<file path="src/rtl/srv_wdog.sv">
module srv_wdog #(
  parameter int unsigned TICKS_PER_SEC = 100_000_000,
  parameter int unsigned CNT_W         = 16,
  parameter int unsigned DEF_SECS      = 300
) (
  input  logic        clk,
  input  logic        por_n,
  input  logic        sys_rst_n,
  input  logic        strap_en,
  input  logic        cfg_boot_run,
  input  logic        post_done,
  input  logic        wr_en,
  input  logic        wr_sel,
  input  logic [31:0] wr_data,
  output logic [31:0] ctrl_rd,
  output logic [31:0] count_rd,
  output logic        sys_reset_req,
  output logic        pwr_off_req
);
  localparam int PRE_W = (TICKS_PER_SEC > 1) ? $clog2(TICKS_PER_SEC) : 1;
  localparam logic [PRE_W-1:0] PRE_LAST = PRE_W'(TICKS_PER_SEC - 1);
  localparam int B_EN = 0, B_RUN = 1, B_ACT = 2, B_FIRED = 3, B_TRIG = 7;

  wire rst_n = por_n & sys_rst_n;
  wire unused_wr = ^wr_data;

  logic             running, action, boot_pend, fired, pwr_off_q, rst_pulse;
  logic [CNT_W-1:0] reload, cur;
  logic [PRE_W-1:0] pre;

  wire wr_ctrl = wr_en & ~wr_sel;
  wire wr_cnt  = wr_en &  wr_sel;

  wire [CNT_W-1:0] load_val = (reload == '0) ? CNT_W'(1) : reload;

  wire sw_trig = wr_ctrl & wr_data[B_TRIG] & strap_en;
  wire sw_run  = wr_ctrl & wr_data[B_RUN] & ~wr_data[B_TRIG] & strap_en & ~running;
  wire sw_stop = wr_ctrl & ~wr_data[B_RUN] & ~wr_data[B_TRIG];
  wire boot_go = boot_pend & cfg_boot_run & post_done & strap_en;
  wire start   = sw_trig | boot_go;
  wire tick    = running & (pre == PRE_LAST);
  wire expire  = tick & (cur == CNT_W'(1)) & ~start & strap_en;

  always_ff @(posedge clk or negedge rst_n) begin
    if (!rst_n) begin
      running   <= 1'b0;
      action    <= 1'b0;
      boot_pend <= 1'b1;
      reload    <= CNT_W'(DEF_SECS);
      cur       <= '0;
      pre       <= '0;
      rst_pulse <= 1'b0;
    end else begin
      rst_pulse <= expire & ~action;
      if (wr_cnt)  reload <= wr_data[CNT_W-1:0];
      if (wr_ctrl) action <= wr_data[B_ACT];
      if (start | sw_run) boot_pend <= 1'b0;
      if (!strap_en) begin
        running <= 1'b0;
      end else if (start) begin
        running <= 1'b1;
        cur     <= load_val;
        pre     <= '0;
      end else if (sw_run) begin
        running <= 1'b1;
        pre     <= '0;
        if (cur == '0) cur <= load_val;
      end else if (expire) begin
        running <= 1'b0;
        cur     <= '0;
        pre     <= '0;
      end else begin
        if (sw_stop) running <= 1'b0;
        if (tick) begin
          cur <= cur - 1'b1;
          pre <= '0;
        end else if (running) begin
          pre <= pre + 1'b1;
        end
      end
    end
  end

  always_ff @(posedge clk or negedge por_n) begin
    if (!por_n) begin
      fired     <= 1'b0;
      pwr_off_q <= 1'b0;
    end else begin
      if (expire & action) pwr_off_q <= 1'b1;
      if (expire & ~action)                    fired <= 1'b1;
      else if (wr_ctrl & wr_data[B_FIRED])     fired <= 1'b0;
    end
  end

  always_comb begin
    ctrl_rd          = '0;
    ctrl_rd[B_EN]    = strap_en;
    ctrl_rd[B_RUN]   = running;
    ctrl_rd[B_ACT]   = action;
    ctrl_rd[B_FIRED] = fired;
    count_rd                 = '0;
    count_rd[CNT_W-1:0]      = reload;
    count_rd[16 +: CNT_W]    = cur;
  end

  assign sys_reset_req = rst_pulse;
  assign pwr_off_req   = pwr_off_q;

  assert_one_cycle_pulse_R3: assert property (@(posedge clk) disable iff (!rst_n)
    sys_reset_req |=> !sys_reset_req);
  assert_fired_with_pulse_R3: assert property (@(posedge clk) disable iff (!rst_n)
    sys_reset_req |-> fired);
  assert_hold_off_R4: assert property (@(posedge clk) disable iff (!por_n)
    pwr_off_req |=> pwr_off_req);
  assert_disabled_stops_R7: assert property (@(posedge clk) disable iff (!rst_n)
    !strap_en |=> !running);
  assert_stopped_frozen_R6: assert property (@(posedge clk) disable iff (!rst_n)
    (!running && !wr_en && !post_done) |=> $stable(cur));
  assert_boot_wait_R8: assert property (@(posedge clk) disable iff (!rst_n)
    (!running && !post_done && !wr_en) |=> !running);
endmodule

</file>
<file path="config.mk">
export PLATFORM = sky130hd
export DESIGN_NAME = srv_wdog
export DESIGN_NICKNAME = d
export VERILOG_FILES = /design/src/rtl/srv_wdog.sv
export SDC_FILE = /design/constraint.sdc
export NUM_CORES = 1
export LEC_CHECK = 0
export ABC_AREA = 1
export CAP_MARGIN = 20
export CORE_MARGIN = 10
export CORE_UTILIZATION = 45
export DETAILED_ROUTE_END_ITERATION = 16
export GPL_ROUTABILITY_DRIVEN = 0
export GPL_TIMING_DRIVEN = 0
export PLACE_DENSITY_LB_ADDON = 0.15
export SETUP_SLACK_MARGIN = 0.3
export SYNTH_ARGS = -nofsm -noshare
export SYNTH_HDL_FRONTEND = slang
export SYNTH_SLANG_ARGS = --single-unit
export TNS_END_PERCENT = 5
</file>
<file path="constraint.sdc">
create_clock -name clk -period 2 [get_ports clk]
set_input_delay 0.4 -clock clk [delete_from_list [all_inputs] [get_ports clk]]
set_output_delay 0.4 -clock clk [all_outputs]
set_load 0.02 [all_outputs]
</file>
-- After elaboration in Yosys (flattened, before gate mapping)
Cells that the tools add are included.
- register bits after elaboration: 65
- muxes and demuxes: 18
- $add $sub $neg: 2
- bitwise gates (word level): 29
- reductions and logical operators: 7
- eq/ne operators: 4
- operators by type and width (cell ; count):
    2-to-1 mux 27 bit ; 5
    2-to-1 mux 16 bit ; 6
    logical NOT 16 bit ; 2
    adder 27 x 1 -> 27 bit, second input constant ; 1
    equality test 27 bit, second input constant ; 1
    bitwise AND 1 bit ; 21
    equality test 16 x 1 -> 1 bit, second input constant ; 1
    subtractor 16 x 1 -> 16 bit, second input constant ; 1
    2-to-1 mux 1 bit ; 7
    NOT 1 bit ; 6
    inequality test 5 x 1 -> 1 bit, second input constant ; 1
    nonzero test 5 bit ; 1
    nonzero test 4 bit ; 1
    inequality test 3 x 1 -> 1 bit, second input constant ; 1
    AND reduction 3 bit ; 1
    OR 1 bit ; 2
    AND reduction 2 bit ; 1
    nonzero test 2 bit ; 1

-- Depth between registers and ports, before layout
- word-level depth: 12
- depth in mapped cells: 14
- depth with buffers taken out: 13

-- Worst setup path after synthesis
No wires, ideal clock.
- path kind: register to register
- start point: reg cur[1]
- end point: reg cur[7]
- library setup time: 0.117 ns
- setup slack: 0.365 ns
- data arrival time: 1.519 ns
- stages on the path, launching flop included: 15
- path buffers: 1
- data required time: 1.883 ns
- period minus slack after synthesis: 1.635 ns
- cell sequence: dfrtp_1 inv_1 ha_1 nand2_1 inv_1 nand2_1 nor2_1 nand2_1 nor2_2 nand2_2 buf_6 nand3_1 nand2_1 nand2_1 nand2_1
- word-level cells in the longest chain between the ends: 7
- elaborated cells on any way between the ends: 13
- classes of those cells: 1 x add/sub; 2 x eq/ne; 4 x mux; 3 x bitwise; 3 x reduce/logical
- ends and longest elaborated chain (item ; line ; RTL):
    from (decl) ; 28 ; logic [CNT_W-1:0] reload, cur;
    from (signal assigned) ; 62 ; cur <= load_val;
    from (signal assigned) ; 67 ; if (cur == '0) cur <= load_val;
    from (signal assigned) ; 75 ; cur <= cur - 1'b1;
    parallel branches: the longest is 7 deep, another holds subtractor 16 x 1 -> 16 bit ; -- ;
Several ways; the timed one is not identified. The select of a mux whose other input is x is not followed.
A chain may end at the register's enable or synchronous reset.

-- Worst setup path after layout
- start point: reg reload[5]
- end point: out count_rd[5]
- RTL lines (item ; line ; RTL):
    from (decl) ; 28 ;
    from (signal assigned) ; 49 ; reload <= CNT_W'(DEF_SECS);
    from (signal assigned) ; 55 ; if (wr_cnt) reload <= wr_data[CNT_W-1:0];
    to (decl) ; 16 ; output logic [31:0] count_rd,
No word-level cell between the ends.

==> summary.txt <==
Mean Syn Cell Area -> 7.02 µm²
Wire length of the first global-routing pass -> 19300 µm
Clock tree root driver cell -> clkbuf_8
Clock transition at the register clock pins on the worst setup and hold paths after CTS -> 60 ps
Unrepaired setup endpoints after global routing -> true
Number of distinct library cell variants in the gate-level netlist after synthesis -> 37
Combined buffer and inverter count along the critical path -> 1
Final count of pins violating max slew -> 0
Worst Path Required -> 1600 ps
Worst Max-Slew Pin Slew -> 722 ps
Number of buffers inserted during clock tree synthesis -> 9
Clock tree from TritonCTS -> yes
RR Endpoint -> cur[10]
Number of input and output port buffers inserted -> 60
Type of element capturing the critical path -> output pin
Core Box Area -> 0.00928 mm²
Maximum number of pins on one net before global-route repair -> 33
Cell count after synthesis -> 612
Type of the worst setup path -> reg2out
Count of final hold-check violations -> 0
Floorplan row count -> 35
Total global routing track utilization -> 16.6%
End point of the critical path -> count_rd[5]
Async set or reset register ratio after synthesis -> 100%
Later-pin clock latency in the skew report -> 350 ps
Number of inserted diodes -> 0
Fraction of final layout cells with drive strength greater than 1 -> 18.2%
Syn-to-layout area delta -> 33.9%
Launching point of the worst reg2reg path -> cur[0]
Final critical delay including setup and external delays -> 1900 ps
Nets@finish -> 781
Internal Dissipation -> 3.25 mW
Number of flip-flops and latches in the synthesized netlist -> 65
Class of the worst hold path -> in2async
Worst slew margin -> 51.8%
Most area-consuming cells after synthesis -> dfrtp_1 (35%), nand2_1 (16%), nor2_1 (7.4%)
Sort of element at the start of the critical path -> flop
Post-route setup TNS -> 0 ps
Post-Syn Area -> 0.00430 mm²
Finished Cell Area -> 0.00575 mm²
WP data arrival -> 1500 ps
Drt pass-1 iters -> 5
Initial antenna violation count -> 0
Area of the multi-input gates -> 0.00222 mm²
Worst Hold Margin -> 229 ps
Number of top-level pins -> 106
Number of enable-type register cells in the synthesized netlist -> 0
Routed WL -> 11900 µm
HPWL reported at the end of detailed placement -> 8680 µm
Maximum vdd drop -> 0.000558 V
Post-route DRC -> 0
Via total after detailed routing -> 4204
Fill cell instance count of the final layout -> 856
Switching pwr -> 2.16 mW
Final Power -> 5.41 mW
Most frequent cells in the layout -> nand2_1 (184), nor2_1 (80), inv_1 (71)
Finish-stage setup viols -> 0
Warning count from the yosys run -> 0
Part of the power in the clock network -> 21.5%
Crit-path cells -> clkdlybuf4s50_1
Maximum fanout along the worst path -> 3
Maximum clock rate -> 527 MHz
Leakage power -> 2.97 nW
Width of the die -> 118 µm
First-iteration detailed-routing DRC count -> 266
Starting utilization of the core area -> 46.3%
Vias in the first global route -> 4014
Commonest non-fill, non-tap cell in the layout -> nand2_1
Max Buffers Root-to-Sink -> 2
Count of maximum capacitance violations -> 0
Main flop type after synthesis -> dfrtp_1
Switching part of the total power -> 39.9%
Leftover overflow at the end of global routing -> 0
CP peak stage delay -> 610 ps
Power per standard cell area -> 940 mW/mm²
Number of sinks handled by clock tree synthesis -> 65
Start point of the critical path -> reload[5]
Critical Path Stages -> 1
Sequential share of power -> 35.7%
Proportion of power drawn by combinational gates -> 42.8%
Clock Skew -> 14.9 ps
Worst-case register-to-register setup slack -> 220 ps
Dominant cell type by area after synthesis -> dfrtp_1
Cell family with the largest share of critical-path delay -> buffers and inverters
Synth top area share -> 34.9%
Portion of the post-synthesis area used by sequential elements -> 38.0%
Die Footprint -> 0.0139 mm²
WL per Instance -> 13.7 µm
Final standard cell utilization of the core -> 62.0%
Result of the run -> completed
R2r worst-path depth -> 11
Period utilisation layout -> 94.9%
Post-route antenna net violation count -> 0
Area after detailed placement -> 0.00518 mm²
Vertical die dimension -> 118 µm
Slowest cell on the critical path -> clkdlybuf4s50_1
Via count normalized by instance count -> 4.83
Combined flip-flop and latch cell area -> 0.00164 mm²
H-Tree Depth -> 3
[power groups by stage]
stage               registers, mW  clock network [mW]  logic, mW
floorplan                    2.09                   0       1.23
finish                       1.93                1.16       2.31
detailed placement           1.95                   0       2.12
global route                 1.98                1.25       2.59
CTS                          1.93                1.19       2.26
global placement             1.94                   0       2.09
[layout make-up]
class | count | share of cell area [%]
multi-input cells | 451 | 38.6
flip-flops and latches | 65 | 28.4
repair buffers | 86 | 15.1
plain buffers | 44 | 6.11
inverters | 80 | 5.42
well taps | 129 | 2.81
clock buffers | 13 | 2.76
clock inverters | 3 | 0.696
[worst register-to-register path, delay by kind of cell, from the launching register on]
kind,cells,cell delay (ps)
flip-flops,1,440
buffers and inverters,2,190
adder cells (fa/ha/maj),1,220
AND/OR/NAND/NOR,8,830
[cell usage after synthesis, types with 5 or more instances]
library cell,count
nor3_1,8
o21ai_0,14
nand3_1,38
nand4_1,11
dfrtp_1,60
a21oi_1,25
buf_4,33
dfstp_2,5
nand2_1,186
xor2_1,9
nor2_2,7
inv_1,73
mux2_2,5
nor2_1,85
buf_6,5
[kinds of logic after synthesis]
| kind of cell | after synthesis | synth area share (%) |
|---|---|---|
| AND/OR/NAND/NOR | 358 | 36.9 |
| buffers and inverters | 124 | 14.8 |
| flip-flops | 65 | 38.0 |
| AO/OA/AOI/OAI | 44 | 5.48 |
| XOR/XNOR | 11 | 2.24 |
| multiplexers | 5 | 1.31 |
| adder cells (fa/ha/maj) | 4 | 1.16 |
| other | 1 | 0.0873 |
[sequential cells by signal, indices dropped and copies added (netlist names)]
| register | cells |
|---|---|
| action | 1 |
| boot_pend | 1 |
| cur | 16 |
| fired | 1 |
| pre | 27 |
| pwr_off_req | 1 |
| reload | 16 |
| running | 1 |
| sys_reset_req | 1 |
[per-stage QoR]
stage	setup slack (ps)	std cells
finish	103	871
global placement	-241	828
detailed placement	-273	829
floorplan	365	639
CTS	80.6	860
global route	55.1	871
[timing repair]
action / in CTS / in global routing
pin swaps: 7 / 5
gates resized for setup: 22 / 15
hold endpoints to repair: 0 / 0
endpoints found under the setup margin: 83 / 83
hold buffers: 0 / 0
setup buffers: 14 / 9
cloned: 1 / 2
[worst min path at each step]
stage / startpoint / end / slack (ps)
finish: por_n / fired / 230
global route: por_n / fired / 230
CTS: por_n / fired / 220
detailed placement: boot_pend / boot_pend / 440
global placement: boot_pend / boot_pend / 440
floorplan: por_n / fired / 100
[routing by layer]
metal,global-route usage [%],vias to the layer above,part of all wire (%)
met4,4.87,0,1.6
met2,29.2,140,51
met5,0,-,0
met1,18.3,1946,39
li1,-,2099,-
met3,6.09,19,8.1
Power figures use the tool's default switching activity.
